`src/rtl/apwm_pkg.sv`:
```
package apwm_pkg;

    // Byte offsets of the register map.
    localparam logic [7:0] OFS_PER_LIVE = 8'h08;
    localparam logic [7:0] OFS_CMP_LIVE = 8'h0C;
    localparam logic [7:0] OFS_PER_BUF  = 8'h10;
    localparam logic [7:0] OFS_CMP_BUF  = 8'h14;
    localparam logic [7:0] OFS_CTRL     = 8'h2A;

    localparam int CTRL_W      = 16;
    localparam int CB_RUN      = 4;
    localparam int CB_SYNC_LO  = 6;
    localparam int CB_MODE     = 9;
    localparam int CB_POL      = 10;
    localparam logic [1:0] SYNC_OFF = 2'b11;

    typedef struct packed {
        logic       pol;
        logic       mode;
        logic [1:0] sync_sel;
        logic       run;
    } ctrl_t;

    function automatic logic [CTRL_W-1:0] ctrl_pack(input ctrl_t c);
        logic [CTRL_W-1:0] v;
        v = '0;
        v[CB_RUN]                  = c.run;
        v[CB_SYNC_LO+1:CB_SYNC_LO] = c.sync_sel;
        v[CB_MODE]                 = c.mode;
        v[CB_POL]                  = c.pol;
        return v;
    endfunction

    function automatic ctrl_t ctrl_unpack(input logic [CTRL_W-1:0] v);
        ctrl_t c;
        c.run      = v[CB_RUN];
        c.sync_sel = v[CB_SYNC_LO+1:CB_SYNC_LO];
        c.mode     = v[CB_MODE];
        c.pol      = v[CB_POL];
        return c;
    endfunction

endpackage

```
`src/rtl/apwm_regs.sv`:
```
module apwm_regs
    import apwm_pkg::*;
#(
    parameter int ADDR_W = 8,
    parameter int DATA_W = 32
) (
    input  logic                  clk,
    input  logic                  rst_n,
    input  logic                  bus_en,
    input  logic                  bus_we,
    input  logic [ADDR_W-1:0]     bus_addr,
    input  logic [DATA_W/8-1:0]   bus_be,
    input  logic [DATA_W-1:0]     bus_wdata,
    output logic [DATA_W-1:0]     bus_rdata,
    input  logic                  wrap_i,
    output logic [DATA_W-1:0]     per_o,
    output logic [DATA_W-1:0]     cmp_o,
    output ctrl_t                 ctrl_o
);

    localparam int LANES   = DATA_W / 8;
    localparam int CTRL_SH = (int'(OFS_CTRL) % LANES) * 8;
    localparam logic [ADDR_W-1:0] A_PER_LIVE = ADDR_W'(OFS_PER_LIVE);
    localparam logic [ADDR_W-1:0] A_CMP_LIVE = ADDR_W'(OFS_CMP_LIVE);
    localparam logic [ADDR_W-1:0] A_PER_BUF  = ADDR_W'(OFS_PER_BUF);
    localparam logic [ADDR_W-1:0] A_CMP_BUF  = ADDR_W'(OFS_CMP_BUF);
    localparam logic [ADDR_W-1:0] A_CTRL     = ADDR_W'(OFS_CTRL) & ~ADDR_W'(LANES - 1);

    typedef struct packed {
        logic [DATA_W-1:0] per_live;
        logic [DATA_W-1:0] cmp_live;
        logic [DATA_W-1:0] per_buf;
        logic [DATA_W-1:0] cmp_buf;
        ctrl_t             ctrl;
        logic              pend;
        logic [DATA_W-1:0] rdata;
    } rf_t;

    rf_t  st_d, st_q;
    logic wr, rd, wr_per_live, wr_cmp_live, wr_buf;

    function automatic logic [DATA_W-1:0] lane_merge(
        input logic [DATA_W-1:0] old_v,
        input logic [DATA_W-1:0] new_v,
        input logic [LANES-1:0]  be
    );
        logic [DATA_W-1:0] r;
        r = old_v;
        for (int i = 0; i < LANES; i++) begin
            if (be[i]) r[i*8 +: 8] = new_v[i*8 +: 8];
        end
        return r;
    endfunction

    always_comb begin
        logic [DATA_W-1:0] cimg;
        st_d        = st_q;
        st_d.rdata  = '0;
        wr          = bus_en & bus_we;
        rd          = bus_en & ~bus_we;
        wr_per_live = wr & (bus_addr == A_PER_LIVE);
        wr_cmp_live = wr & (bus_addr == A_CMP_LIVE);
        wr_buf      = wr & ((bus_addr == A_PER_BUF) | (bus_addr == A_CMP_BUF));
        cimg        = DATA_W'(ctrl_pack(st_q.ctrl)) << CTRL_SH;

        // Boundary load of buffered values.
        if (wrap_i && st_q.pend) begin
            st_d.per_live = st_q.per_buf;
            st_d.cmp_live = st_q.cmp_buf;
        end

        if (wr) begin
            case (bus_addr)
                A_PER_LIVE: st_d.per_live = lane_merge(st_q.per_live, bus_wdata, bus_be);
                A_CMP_LIVE: st_d.cmp_live = lane_merge(st_q.cmp_live, bus_wdata, bus_be);
                A_PER_BUF:  st_d.per_buf  = lane_merge(st_q.per_buf,  bus_wdata, bus_be);
                A_CMP_BUF:  st_d.cmp_buf  = lane_merge(st_q.cmp_buf,  bus_wdata, bus_be);
                A_CTRL:     st_d.ctrl     = ctrl_unpack(CTRL_W'(
                                lane_merge(cimg, bus_wdata, bus_be) >> CTRL_SH));
                default: ;
            endcase
        end

        st_d.pend = (st_q.pend & ~wrap_i) | wr_buf;

        if (rd) begin
            case (bus_addr)
                A_PER_LIVE: st_d.rdata = st_q.per_live;
                A_CMP_LIVE: st_d.rdata = st_q.cmp_live;
                A_PER_BUF:  st_d.rdata = st_q.per_buf;
                A_CMP_BUF:  st_d.rdata = st_q.cmp_buf;
                A_CTRL:     st_d.rdata = cimg;
                default:    st_d.rdata = '0;
            endcase
        end
    end

    always_ff @(posedge clk or negedge rst_n) begin
        if (!rst_n) st_q <= '0;
        else        st_q <= st_d;
    end

    assign bus_rdata = st_q.rdata;
    assign per_o     = st_q.per_live;
    assign cmp_o     = st_q.cmp_live;
    assign ctrl_o    = st_q.ctrl;

    // a pending buffered value reaches the live register at the wrap.
    assert_buf_load_R7: assert property (@(posedge clk) disable iff (!rst_n)
        (wrap_i && st_q.pend && !wr_per_live) |=> (st_q.per_live == $past(st_q.per_buf)));

    // without a pending load or a direct write the live period stays put.
    assert_no_stale_load_R8: assert property (@(posedge clk) disable iff (!rst_n)
        (!(wrap_i && st_q.pend) && !wr_per_live) |=> $stable(st_q.per_live));

    // the pending flag drops at a wrap when no new buffered write arrives.
    assert_pend_clear_R8: assert property (@(posedge clk) disable iff (!rst_n)
        (wrap_i && !wr_buf) |=> !st_q.pend);

endmodule

```
`src/rtl/apwm_timebase.sv`:
```
module apwm_timebase
    import apwm_pkg::*;
#(
    parameter int CNT_W = 32
) (
    input  logic             clk,
    input  logic             rst_n,
    input  logic             run_i,
    input  logic [1:0]       sync_sel_i,
    input  logic             sync_i,
    input  logic [CNT_W-1:0] per_i,
    output logic [CNT_W-1:0] cnt_o,
    output logic             wrap_o
);

    typedef struct packed {
        logic [CNT_W-1:0] cnt;
    } tb_t;

    tb_t              st_d, st_q;
    logic             sync_hit;
    logic [CNT_W:0]   cnt_inc;

    always_comb begin
        st_d     = st_q;
        cnt_inc  = {1'b0, st_q.cnt} + 1'b1;
        sync_hit = run_i & sync_i & (sync_sel_i != SYNC_OFF);
        wrap_o   = run_i & ~sync_hit & (cnt_inc >= {1'b0, per_i});
        if (sync_hit || wrap_o) st_d.cnt = '0;
        else if (run_i)         st_d.cnt = cnt_inc[CNT_W-1:0];
    end

    always_ff @(posedge clk or negedge rst_n) begin
        if (!rst_n) st_q <= '0;
        else        st_q <= st_d;
    end

    assign cnt_o = st_q.cnt;

    // a stopped counter keeps its value.
    assert_hold_when_stopped_R3: assert property (@(posedge clk) disable iff (!rst_n)
        !run_i |=> $stable(st_q.cnt));

    // a running counter below the wrap point advances by one.
    assert_step_R3: assert property (@(posedge clk) disable iff (!rst_n)
        (run_i && !sync_i && ({1'b0, st_q.cnt} + 1'b1 < {1'b0, per_i}))
        |=> (st_q.cnt == $past(st_q.cnt) + 1'b1));

    // an accepted restart zeroes the counter.
    assert_sync_restart_R10: assert property (@(posedge clk) disable iff (!rst_n)
        (run_i && sync_i && sync_sel_i != SYNC_OFF) |=> (st_q.cnt == '0));

endmodule

```
`src/rtl/apwm_outstage.sv`:
```
module apwm_outstage #(
    parameter int CNT_W = 32
) (
    input  logic             clk,
    input  logic             rst_n,
    input  logic [CNT_W-1:0] cnt_i,
    input  logic [CNT_W-1:0] cmp_i,
    input  logic             mode_i,
    input  logic             pol_i,
    output logic             pwm_o
);

    typedef struct packed {
        logic pwm;
    } os_t;

    os_t st_d, st_q;

    always_comb begin
        st_d     = st_q;
        st_d.pwm = mode_i & ((cnt_i < cmp_i) ^ pol_i);
    end

    always_ff @(posedge clk or negedge rst_n) begin
        if (!rst_n) st_q <= '0;
        else        st_q <= st_d;
    end

    assign pwm_o = st_q.pwm;

    // PWM enable clear forces the output low.
    assert_forced_low_R6: assert property (@(posedge clk) disable iff (!rst_n)
        !mode_i |=> !pwm_o);

    // zero compare with normal polarity never asserts the output.
    assert_zero_cmp_R4: assert property (@(posedge clk) disable iff (!rst_n)
        (mode_i && !pol_i && cmp_i == '0) |=> !pwm_o);

    // zero compare with inverted polarity holds the output high.
    assert_zero_cmp_inv_R5: assert property (@(posedge clk) disable iff (!rst_n)
        (mode_i && pol_i && cmp_i == '0) |=> pwm_o);

endmodule

```
`src/rtl/aux_pwm_gen.sv`:
```
module aux_pwm_gen
    import apwm_pkg::*;
#(
    parameter int ADDR_W = 8,
    parameter int DATA_W = 32
) (
    input  logic                clk,
    input  logic                rst_n,
    input  logic                bus_en,
    input  logic                bus_we,
    input  logic [ADDR_W-1:0]   bus_addr,
    input  logic [DATA_W/8-1:0] bus_be,
    input  logic [DATA_W-1:0]   bus_wdata,
    output logic [DATA_W-1:0]   bus_rdata,
    input  logic                sync_i,
    output logic                pwm_o
);

    logic [DATA_W-1:0] per_w, cmp_w, cnt_w;
    ctrl_t             ctrl_w;
    logic              wrap_w;

    apwm_regs #(.ADDR_W(ADDR_W), .DATA_W(DATA_W)) u_regs (
        .clk       (clk),
        .rst_n     (rst_n),
        .bus_en    (bus_en),
        .bus_we    (bus_we),
        .bus_addr  (bus_addr),
        .bus_be    (bus_be),
        .bus_wdata (bus_wdata),
        .bus_rdata (bus_rdata),
        .wrap_i    (wrap_w),
        .per_o     (per_w),
        .cmp_o     (cmp_w),
        .ctrl_o    (ctrl_w)
    );

    apwm_timebase #(.CNT_W(DATA_W)) u_time (
        .clk        (clk),
        .rst_n      (rst_n),
        .run_i      (ctrl_w.run),
        .sync_sel_i (ctrl_w.sync_sel),
        .sync_i     (sync_i),
        .per_i      (per_w),
        .cnt_o      (cnt_w),
        .wrap_o     (wrap_w)
    );

    apwm_outstage #(.CNT_W(DATA_W)) u_out (
        .clk    (clk),
        .rst_n  (rst_n),
        .cnt_i  (cnt_w),
        .cmp_i  (cmp_w),
        .mode_i (ctrl_w.mode),
        .pol_i  (ctrl_w.pol),
        .pwm_o  (pwm_o)
    );

endmodule

```
`config.mk`:
```
export PLATFORM = sky130hd
export DESIGN_NAME = aux_pwm_gen
export DESIGN_NICKNAME = d
export VERILOG_FILES = /design/src/rtl/apwm_pkg.sv /design/src/rtl/apwm_regs.sv /design/src/rtl/apwm_timebase.sv /design/src/rtl/apwm_outstage.sv /design/src/rtl/aux_pwm_gen.sv
export SDC_FILE = /design/constraint.sdc
export NUM_CORES = 1
export LEC_CHECK = 0
export BUFFER_PORTS_ARGS = -buffer_cell sky130_fd_sc_hd__buf_2
export CORE_UTILIZATION = 55
export CTS_CLUSTER_SIZE = 20
export DETAILED_ROUTE_END_ITERATION = 10
export PLACE_DENSITY = 0.75
export SYNTH_ARGS = -nofsm -noshare
export SYNTH_HDL_FRONTEND = slang
export SYNTH_SLANG_ARGS = --single-unit
```
`constraint.sdc`:
```
create_clock -name clk -period 13.3 [get_ports clk]
set_input_delay 2.66 -clock clk [delete_from_list [all_inputs] [get_ports clk]]
set_output_delay 2.66 -clock clk [all_outputs]
set_load 0.02 [all_outputs]
```
After elaboration in Yosys (flattened, before gate mapping)
Index checks and enable logic that the tools add are counted.
{"block": "op_classes", "add_sub_neg": 1, "mul": 0, "div": 0, "order_cmp": 2, "n_eq_ne": 14, "shift": 0, "n_mux": 25, "bitwise_logic": 15, "reduce_logical": 13}
{"operator": "32-bit two-way mux", "n": 7}
{"operator": "32-bit one-hot mux with 5 select lines", "n": 1}
{"operator": "133-bit two-way mux", "n": 1}
{"operator": "8-bit two-way mux", "n": 13}
{"operator": "64-bit two-way mux", "n": 1}
{"operator": "32-bit by 1-bit adder with 33-bit output, second input constant", "n": 1}
{"operator": "33-bit by 32-bit >= comparator with 1-bit output", "n": 1}
{"operator": "32-bit less-than comparator", "n": 1}
{"operator": "3-bit AND reduction", "n": 10}
{"operator": "3-bit != test, second input constant", "n": 8}
{"operator": "8-bit by 4-bit == test with 1-bit output, second input constant", "n": 2}
{"operator": "8-bit by 5-bit == test with 1-bit output, second input constant", "n": 2}
{"operator": "1-bit AND", "n": 9}
{"operator": "8-bit by 6-bit == test with 1-bit output, second input constant", "n": 1}
{"operator": "5-bit two-way mux", "n": 1}
{"operator": "3-bit two-way mux", "n": 1}
{"operator": "1-bit NOT", "n": 3}
{"operator": "2-bit != test, second input constant", "n": 1}
{"operator": "1-bit OR", "n": 2}
{"operator": "2-bit nonzero test", "n": 1}
{"operator": "1-bit logical AND", "n": 1}
{"operator": "1-bit logical OR", "n": 1}
{"operator": "1-bit bitwise XOR", "n": 1}
{"block": "totals", "ff_bits": 199, "latchBits": 0, "mem_bits_rw": 0, "romBits": 0, "in_bits": 49, "output_inout_bits": 33, "elab_cells": 94, "memories": 0}

Logic depth before layout (Yosys ltp)
{"block": "depth", "word_depth": 9, "ltp_mapped": 17, "depth_no_buf": 15}

Hierarchy
A second synthesis with hierarchy kept.
{"block": "hier_totals", "cells_unflattened": 1086, "hier_area_um2": 11931.4}
{"mod": "apwm_regs", "n_inst": 1, "cells_each": 679, "area_per_inst_um2": 8463.1, "seq_area_each_um2": 4154.0}
{"mod": "apwm_timebase", "n_inst": 1, "cells_each": 293, "area_per_inst_um2": 2638.8, "seq_area_each_um2": 800.8}
{"mod": "apwm_outstage", "n_inst": 1, "cells_each": 114, "area_per_inst_um2": 829.5, "seq_area_each_um2": 25.0}

Worst setup path before layout
Ideal clock, no wire load.
{"block": "synth_timing", "path_kind": "in2reg", "from": "input bus_addr[1]", "to": "register u_regs.st_q (netlist bit u_regs.cmp_o[5])", "setup_time_ns": 0.135, "t_arrival_ns": 4.588, "t_required_ns": 13.165, "path_slack_ns": 8.578, "stages": 9, "n_path_buf": 3, "path_cell_list": "or4_4 > nor4b_2 > buf_2 > and2_1 > buf_2 > nand3_1 > clkbuf_1 > o22ai_1 > a31oi_1"}
{"block": "synth_between", "elab_chain_cells": 3}
{"item": "from (decl)", "line_no": "aux_pwm_gen.sv:11", "rtl": "input logic [ADDR_W-1:0] bus_addr,"}
{"item": "8-bit by 4-bit == test with 1-bit output *"}
{"item": "32-bit two-way mux", "line_no": "apwm_regs.sv:73", "rtl": "case (bus_addr)"}
{"item": "133-bit two-way mux", "line_no": "apwm_regs.sv:72", "rtl": "if (wr) begin"}
{"item": "to (signal assigned)", "line_no": "apwm_regs.sv:100", "rtl": "else st_q <= st_d;"}
{"item": "to (decl)", "line_no": "apwm_regs.sv:39", "rtl": "rf_t st_d, st_q;"}
Mark *: on every way between the ends. The rest lies on a longest branch, timed or not.
A chain may end at the register's enable or synchronous reset.

Worst setup path in the final report
{"block": "layout_timing", "from": "input bus_addr[1]", "to": "register u_regs.st_q (netlist bit u_regs.cmp_o[12])"}
Same word-level chain as after synthesis.

==> qor.yml <==
status: "complete, no violations"
synth.area.top_cells: "dfrtp_1, mux2_2, ha_1, a31oi_1, o22ai_1"
placed_area_um2: 11240
synth_edf_count: 0
drive_above_1_share_pct: 20.70
ir_worst_vdd_v: 0.00008085
vias: 8343
postCtsSetupRepairBufs: 0
drt_iter0_markers: 686
grt_pass1_wl_um: 42150
synth_seq_area_share_pct: 45.67
place_congestion: 0.8719
grt_pass1_vias: 7887
max_freq_mhz: 167.0
route.detailed.drc: 0
synthSimpleGateAreaFrac_pct: 10.72
design_area_um2: 11830
wl_per_cell_um: 19.33
synth_top_family_by_area: "compound AO/OA/AOI/OAI gates"
antenna_found_initial: 0
cap_violations: 0
crit_type: "in -> reg"
die_area_um2: 20390
tightest_slew_ns: 1.098
drt-pass1-iter-count: 5
ys_async_sr_fraction_pct: 100.0
core_um2: 19460
synth_compound_area_share_pct: 18.83
cp_slowest_cell: "and2_1"
fin_nets: 1183
synth_seq_cells: 199
arrival_ns: 6.33
synth_xor_area_share_pct: 2.330
dp_hpwl_um: 17550
synth_warnings: 0
crit_chain: "buf_2 > or4_4 > nor4b_4 > buf_4 > and2_1 > buf_4 > nand2_1 > o211ai_4 > buf_4 > o22ai_1 > a31oi_1"
numClockSinks: 199
cts_tree: "built"
fin_skew_ns: 0.01232
post-route-period-util_pct: 45.02
synth_fa_ha_area_share_pct: 7.345
hold_violations: 0
cp-start-kind: "primary input"
max_stage_delay_ns: 0.59
die_w_um: 142.8
hold_buffers: 0
cts_resized: 0
cts.clk_slew.worst_paths_ns: 0.07
cts_root_buffer: "clkbuf_16"
grt_overflow: 0
required_ns: 13.64
finalSetupViolCount: 0
synth.avg_cell_area_um2: 10.39
tns_ns: 0
via_per_inst: 6.194
r2r_setup_slack_ns: 7.84
netlist_top_cells_count: "dfrtp_1, mux2_2, nor2_1, inv_1, ha_1"
max_slew_margin_pct: 26.62
clkLatencyLatePin_ns: 0.44
synth_nets: 1162
yosysTopAreaCell: "dfrtp_1"
layout_min_cycle_time_ns: 5.988
endpoint_kind: "flop"
synth_ff_type: "dfrtp_1"
io_buffers: 81
finalMaxSlewViolations: 0
grt_use_total_pct: 26.85
cpMostUsedCell: "buf_4"
crit_fanout: 38
yosys.cell_count.top_type: "dfrtp_1"
wl_um: 26040
cts_made_buffers: 17
grt_setup_unrepaired: "no"
synth.top_cell.area_share_pct: 45.67
p_leak_nw: 5.917
start_util_pct: 56.02
synthCells: 1049
worstHoldPathType: "reg -> reg"
syn-cell-area_um2: 10900
synthMuxAreaShare_pct: 7.826
row_count: 51
insertedDiodeCount: 0
clockBufferDepth: 2
htree_levels: 4
synth.distinct_cells: 60
antenna_left: 0
die_h_um: 142.8
area_delta_synth_final_pct: 8.481
grt_max_degree: 123
cellPowerDensity_nw_per_um2: 101.4
ios: 82
[through the flow]
stage | util (%) | total power (W) | hold WS, ns | instances | setup slack, ns
final | 60.77 | 0.001200 | 0.5252 | 1347 | 7.312
after global routing | 60.77 | 0.001237 | 0.5479 | 1347 | 7.149
after CTS | 60.77 | 0.001204 | 0.5157 | 1347 | 7.393
after detailed placement | 57.76 | 0.0006866 | 0.4933 | 1316 | 6.958
after global placement | 57.76 | 0.0006852 | 0.4849 | 1316 | 7.033
after floorplan | - | 0.0006525 | 0.4615 | 1049 | 8.578
[area by class of cell]
type	count	area [um2]
Clock buffer	17	425.4
Clock inverter	14	160.2
Fill cell	1584	7635
Inverter	66	247.7
Multi-Input combinational cell	693	5179
Sequential cell	199	4980
Tap cell	265	331.6
Timing Repair Buffer	93	504.2
[cells by family after synthesis]
family,after synthesis
DFF,199
AOI/OAI and AO/OA,289
adders and majority gates,64
buffers and inverters,157
muxes,76
and+or+nand+nor,235
xor gates and xnor gates,29
[power breakdown]
part / switching, W / internal [W] / leakage, nW
combinational: 0.0000354 / 0.0000189 / 3.14
clock: 0.000243 / 0.000282 / 0.286
sequential: 0.00000757 / 0.000613 / 2.49
[path summary, 6_finish.rpt]
kind                            cells after the start       startpoint              endpoint
worst min-delay path                                2  u_regs.st_q[32]       u_regs.st_q[32]
min in group asynchronous                           1            rst_n  u_regs.bus_rdata[17]
worst max-delay path                               11      bus_addr[1]      u_regs.cmp_o[12]
max in group asynchronous                           2            rst_n      u_regs.per_o[10]
worst max register to register                     16  u_time.cnt_o[0]      u_regs.per_o[27]
worst min register to register                      2  u_regs.st_q[32]       u_regs.st_q[32]
[worst max-delay path: cells and delay by family]
family                 cells  cell delay [ns]
AND/OR/NAND/NOR            4             1.54
AO/OA/AOI/OAI              3             0.68
buffers and inverters      4             1.41
[flip-flops by register name, indices dropped and copies added (netlist names)]
register and count:
u_regs.st_q 65, u_regs.bus_rdata 32, u_regs.cmp_o 32, u_regs.per_o 32, u_time.cnt_o 32, u_regs.ctrl_o 5
u_out.pwm_o 1
[placed cells by master, fill, tap and decap left out, types with 17 or more instances in the layout]
master / count
dfrtp_1: 199
ha_1: 64
o21ai_0: 21
clkbuf_16: 17
mux2_2: 74
o22ai_1: 55
a31oi_1: 61
a21oi_1: 26
xnor2_1: 21
a221oi_1: 30
nand2_1: 62
a22oi_1: 33
a22o_1: 17
nor2_1: 69
buf_2: 80
nand3_1: 19
nand4_1: 21
inv_1: 65
[routing by layer]
metal	share of wire [%]	wire, um	GRT usage (%)	up-vias
met3	4.5	1165	3.588	43
met1	46	11910	37.89	4136
met5	0	0	0	-
li1	-	-	-	3898
met4	2.2	578	9.281	0
met2	48	12390	42.57	266
No activity file was read; power rests on OpenSTA's default activity.
